[src/rtl/dma_irq_pkg.sv]
package dma_irq_pkg;
  localparam int BTO_CNT_W = 15;
  localparam int ERR_KINDS = 4;

  localparam logic [7:0] OFF_CTRL = 8'h00;
  localparam logic [7:0] OFF_STAT = 8'h04;
  localparam logic [7:0] OFF_MASK = 8'h08;
  localparam logic [7:0] OFF_ERR0 = 8'h0C;
  localparam logic [7:0] OFF_BTO  = 8'h1C;

  // fault words sit at consecutive words from OFF_ERR0
  function automatic logic [7:0] err_off(input int idx);
    return OFF_ERR0 + 8'(4 * idx);
  endfunction
endpackage

[src/rtl/w1c_word.sv]
module w1c_word #(
  parameter int W = 16
) (
  input  logic         clk_i,
  input  logic         rst_ni,
  input  logic         clr_all_i,
  input  logic [W-1:0] set_i,
  input  logic [W-1:0] w1c_i,
  output logic [W-1:0] q_o
);
  always_ff @(posedge clk_i or negedge rst_ni) begin
    if (!rst_ni)        q_o <= '0;
    else if (clr_all_i) q_o <= '0;
    else                q_o <= (q_o & ~w1c_i) | set_i;  // set beats clear
  end
endmodule

[src/rtl/cfg_regs.sv]
module cfg_regs import dma_irq_pkg::*; #(
  parameter int NCH = 16
) (
  input  logic                 clk_i,
  input  logic                 rst_ni,
  input  logic                 wr_ctrl_i,
  input  logic                 wr_mask_i,
  input  logic                 wr_bto_i,
  input  logic                 soft_rst_i,
  input  logic [31:0]          wdata_i,
  output logic                 en_o,
  output logic [NCH-1:0]       mask_o,
  output logic                 bto_en_o,
  output logic [BTO_CNT_W-1:0] bto_cnt_o
);
  always_ff @(posedge clk_i or negedge rst_ni) begin
    if (!rst_ni) begin
      en_o      <= 1'b0;
      mask_o    <= '1;
      bto_en_o  <= 1'b0;
      bto_cnt_o <= '0;
    end else begin
      if (wr_ctrl_i) en_o <= wdata_i[0];
      if (soft_rst_i)     mask_o <= '1;
      else if (wr_mask_i) mask_o <= wdata_i[NCH-1:0];
      if (wr_bto_i) begin
        bto_en_o  <= wdata_i[15];
        bto_cnt_o <= wdata_i[BTO_CNT_W-1:0];
      end
    end
  end
endmodule

[src/rtl/dma_irq_bank.sv]
module dma_irq_bank import dma_irq_pkg::*; #(
  parameter int NCH    = 16,
  parameter int ADDR_W = 8
) (
  input  logic                 clk_i,
  input  logic                 rst_ni,
  input  logic                 we_i,
  input  logic [ADDR_W-1:0]    addr_i,
  input  logic [31:0]          wdata_i,
  output logic [31:0]          rdata_o,
  input  logic [NCH-1:0]       done_evt_i,
  input  logic [NCH-1:0]       bto_evt_i,
  input  logic [NCH-1:0]       rto_evt_i,
  input  logic [NCH-1:0]       xfer_evt_i,
  input  logic [NCH-1:0]       ovf_evt_i,
  output logic                 irq_done_o,
  output logic                 irq_err_o,
  output logic                 ctrl_en_o,
  output logic                 bto_en_o,
  output logic [BTO_CNT_W-1:0] bto_cnt_o
);
  logic [NCH-1:0] err_evt [ERR_KINDS];
  logic [NCH-1:0] err_q   [ERR_KINDS];
  logic [NCH-1:0] done_q, mask_q, err_or;
  logic           wr_ctrl, wr_stat, wr_mask, wr_bto, soft_rst;

  assign err_evt[0] = bto_evt_i;
  assign err_evt[1] = rto_evt_i;
  assign err_evt[2] = xfer_evt_i;
  assign err_evt[3] = ovf_evt_i;

  assign wr_ctrl  = we_i && (addr_i == ADDR_W'(OFF_CTRL));
  assign wr_stat  = we_i && (addr_i == ADDR_W'(OFF_STAT));
  assign wr_mask  = we_i && (addr_i == ADDR_W'(OFF_MASK));
  assign wr_bto   = we_i && (addr_i == ADDR_W'(OFF_BTO));
  assign soft_rst = wr_ctrl && wdata_i[1];

  w1c_word #(.W(NCH)) u_done (
    .clk_i, .rst_ni,
    .clr_all_i (soft_rst),
    .set_i     (done_evt_i),
    .w1c_i     (wr_stat ? wdata_i[NCH-1:0] : '0),
    .q_o       (done_q)
  );

  for (genvar e = 0; e < ERR_KINDS; e++) begin : g_err
    logic wr_e;
    assign wr_e = we_i && (addr_i == ADDR_W'(err_off(e)));
    w1c_word #(.W(NCH)) u_err (
      .clk_i, .rst_ni,
      .clr_all_i (soft_rst),
      .set_i     (err_evt[e]),
      .w1c_i     (wr_e ? wdata_i[NCH-1:0] : '0),
      .q_o       (err_q[e])
    );
  end

  cfg_regs #(.NCH(NCH)) u_cfg (
    .clk_i, .rst_ni,
    .wr_ctrl_i  (wr_ctrl),
    .wr_mask_i  (wr_mask),
    .wr_bto_i   (wr_bto),
    .soft_rst_i (soft_rst),
    .wdata_i,
    .en_o       (ctrl_en_o),
    .mask_o     (mask_q),
    .bto_en_o,
    .bto_cnt_o
  );

  always_comb begin
    err_or = '0;
    for (int e = 0; e < ERR_KINDS; e++) err_or |= err_q[e];
  end

  assign irq_done_o = |(done_q & ~mask_q);
  assign irq_err_o  = |err_or;

  always_comb begin
    rdata_o = '0;
    if (addr_i == ADDR_W'(OFF_CTRL))      rdata_o = {31'b0, ctrl_en_o};
    else if (addr_i == ADDR_W'(OFF_STAT)) rdata_o = 32'(done_q);
    else if (addr_i == ADDR_W'(OFF_MASK)) rdata_o = 32'(mask_q);
    else if (addr_i == ADDR_W'(OFF_BTO))  rdata_o = {16'b0, bto_en_o, bto_cnt_o};
    else begin
      for (int e = 0; e < ERR_KINDS; e++)
        if (addr_i == ADDR_W'(err_off(e))) rdata_o = 32'(err_q[e]);
    end
  end
endmodule

[config.mk]
export PLATFORM = sky130hd
export DESIGN_NAME = dma_irq_bank
export DESIGN_NICKNAME = d
export VERILOG_FILES = /design/src/rtl/dma_irq_pkg.sv /design/src/rtl/w1c_word.sv /design/src/rtl/cfg_regs.sv /design/src/rtl/dma_irq_bank.sv
export SDC_FILE = /design/constraint.sdc
export NUM_CORES = 1
export LEC_CHECK = 0
export ABC_AREA = 1
export ABC_CLOCK_PERIOD_IN_PS = 2900
export BUFFER_PORTS_ARGS = -buffer_cell sky130_fd_sc_hd__buf_2
export CORE_MARGIN = 8
export CORE_UTILIZATION = 35
export CTS_BUF_LIST = sky130_fd_sc_hd__clkbuf_8
export CTS_CLUSTER_DIAMETER = 80
export DETAILED_ROUTE_END_ITERATION = 8
export GPL_ROUTABILITY_DRIVEN = 0
export PLACE_DENSITY = 0.63
export SYNTH_ARGS = -nofsm -noshare
export SYNTH_HDL_FRONTEND = slang
export SYNTH_SLANG_ARGS = --single-unit
export TNS_END_PERCENT = 30
[constraint.sdc]
create_clock -name clk_i -period 2.9 [get_ports clk_i]
set_input_delay 0.58 -clock clk_i [delete_from_list [all_inputs] [get_ports clk_i]]
set_output_delay 0.58 -clock clk_i [all_outputs]
set_load 0.005 [all_outputs]
==> impl_metrics.ini <==
[critical_path]
crit_type = in -> out
crit_start = addr_i[3]
rrSetupSlack_ps = 2110
critPathMaxFanout = 12
r2r_start = u_cfg.mask_o[5]
path_cells = buf_2, inv_1, nand2_1, nor2_4, nand2_2, nor2_1, nor2_1, nand3_1, nand2_1, a21oi_1, buf_2
crit_family = simple AND/OR/NAND/NOR gates
regToRegEndpoint = u_cfg.mask_o[5]
crit_path_end_kind = output port
slowest_delay_ps = 250
cp_data_arrival_time_ps = 2090
path_buf_inv = 3
startpoint_type = input port
ff2ff_path_depth = 2
cp_slowest_cell = nand2_2
required_ps = 2320

[routing]
viasPerCell = 4.93
drtPass1Iterations = 5
drtIter0Drc = 451
totalWireLength_um = 20100
vias = 5729
drc = 0
wl_per_cell_um = 17.2
antenna_left = 0

[run_status]
status = completed

[timing]
tightest_slew_ps = 753
finalSetupTns_ps = 0
slew_headroom_pct = 49.8
fin_crit_sh_pct = 92.0
layout_min_cycle_time_ps = 2670
fin_hold_ws_ps = 186
fmax_mhz = 375
finClkSkew_ps = 0
slew_violations = 0
rsz0062_at_grt = no
finalHoldViolCount = 0
setup_viol = 0

[global_routing]
track_usage_pct = 18.7
grt_max_degree = 56
grt_pass1_vias = 5716
overflow = 0
antenna_found_initial = 2
grt_pass1_wl_um = 31600

[power]
vdd_drop_max_mv = 0.294
pwr_density_cell_mw_per_mm2 = 485
power_frac_clock_pct = 45.9
p_seq_share_pct = 46.3
comb_power_share_pct = 7.8
leakage_nw = 3.59
p_total_mw = 3.58
sw_frac_of_total_pct = 24.0
p_switching_uw = 858
internal_power_mw = 2.72

[die]
start_util_pct = 35.5
io_pins = 174
rows = 48
chipHeight_um = 148
coreArea_mm2 = 0.0171
die_w_um = 148
die_area_mm2 = 0.0219

[clocking]
numClockSinks = 113
clockRootBuffer = clkbuf_8
clk_latency_ps = 450
cts_tree = yes
hold_buffers = 0
clk_pin_slew_ps = 70
clock_path_buffers = 2
cts-buffers-inserted = 17
post-cts-setup-buffers = 0
htree_levels = 4
cts_resized = 0

[synthesis]
synth_ff_type = dfrtp_1
mappedNetlistArea_mm2 = 0.00608
synth_top_cell_by_area = dfrtp_1
syn_inst = 785
synth_top_area_share_pct = 39.9
synth_enable_flop_cells = 0
synthTopCellsByArea = dfrtp_1, a21oi_1, nand2_1, inv_1, dfstp_2
ys_seq_elements = 113
syn_avg_cell_area_um2 = 7.75
ys_seq_area_share_pct = 46.8
yosys_warnings = 0
synthArstFlopShare_pct = 100
ys_types = 29

[finish]
fill_cells = 1788
drive_above_1_share_pct = 25.1
fin_nets = 1048
area_growth_pct = 21.6
utilization_pct = 43.2

[flow_run]
cap_violations = 0

[placed_design]
hpwl_um = 15100
io_buffers = 141

[worst_hold_path]
hold_class = in -> async
## cells in the mapped netlist (all sizes together) (2+ instances only)
| cell | instances |
|---|---|
| dfrtp | 97 |
| nand2 | 135 |
| buf | 47 |
| dfstp | 16 |
| nor4 | 18 |
| inv | 130 |
| nor2 | 58 |
| a21oi | 100 |
| nand3 | 42 |
| o211ai | 21 |
| and2 | 2 |
| o21ai | 90 |
| clkbuf | 5 |
| o22ai | 3 |
| nor3 | 2 |
| nand4 | 16 |
## cells in the final DEF, fill, tap and decap left out
master and n:
and2_1 1, nor3_1 1, buf_4 15, o21ai_0 76, o21ai_1 4, clkinvlp_4 3, dfrtp_1 97, nor4_1 18
nor2_2 3, buf_2 140, o21ai_2 10, nor2_4 3, nand3_1 42, bufinv_16 4, nor3_2 1, nand2_2 8
conb_1 16, and2_2 1, or2_2 1, inv_1 127, diode_2 1, nor2_1 52, nand4_1 16, nor2b_1 1
nand2_1 127, buf_12 3, o22ai_1 3, inv_2 4, clkbuf_8 20, o211ai_1 21, clkinv_2 3, a21oi_1 100
dfstp_2 16
## per-stage QoR
step                      area (um2)  instances  setup slack [ps]
after global placement          6950       1131               233
after floorplan                 6140        800               712
after detailed placement        6950       1131               242
after CTS                       7390       1162               234
final                           7390       1163               233
after global routing            7390       1163              63.6
## worst max-delay path by stage
stage | end | depth (start not counted) | slack, ps
after global routing | rdata_o[11] | 12 | 60
after CTS | rdata_o[2] | 12 | 230
final | rdata_o[11] | 11 | 230
after floorplan | rdata_o[13] | 8 | 710
after detailed placement | rdata_o[2] | 12 | 240
after global placement | rdata_o[11] | 11 | 230
## kinds of logic (layout without fill, tap and decap cells)
group | Yosys count | after routing | synth area share [%]
DFF | 113 | 113 | 46.8
and+or+nand+nor | 275 | 275 | 20.4
AOI/OAI and AO/OA | 214 | 214 | 19.2
other | 1 | 17 | 0.0617
buffers and inverters | 182 | 319 | 13.6
## power groups by stage
stage / logic [mW] / registers (mW) / clock network (mW)
final: 0.278 / 1.66 / 1.65
after global routing: 0.316 / 1.66 / 1.74
after CTS: 0.281 / 1.66 / 1.67
after detailed placement: 0.280 / 1.69 / 0
after global placement: 0.277 / 1.69 / 0
after floorplan: 0.123 / 1.68 / 0
## layer usage
layer,vias up,routed length [um],track usage (%)
met5,-,10,0
met4,2,547,7.96
met2,180,9160,28.7
met3,34,981,4.00
met1,2683,9360,25.0
li1,2830,-,-
## registers in the layout, indices dropped and copies added (netlist names)
name / cells
u_cfg.mask_o: 16
u_done.q_o: 16
u_cfg.en_o: 1
u_cfg.bto_en_o: 1
u_cfg.bto_cnt_o: 15
g_err.u_err.q_o: 64
## cell type report
| cell class | count | area (um2) | area share [%] |
|---|---|---|---|
| Tap cell | 225 | 282 | 3.81 |
| Sequential cell | 113 | 2850 | 38.5 |
| Inverter | 130 | 488 | 6.60 |
| Clock buffer | 20 | 275 | 3.72 |
| Timing Repair Buffer | 158 | 873 | 11.8 |
| Multi-Input combinational cell | 505 | 2460 | 33.3 |
| Antenna cell | 1 | 2.50 | 0.0338 |
| Clock inverter | 11 | 161 | 2.18 |
(Power assumes the default switching activity.)
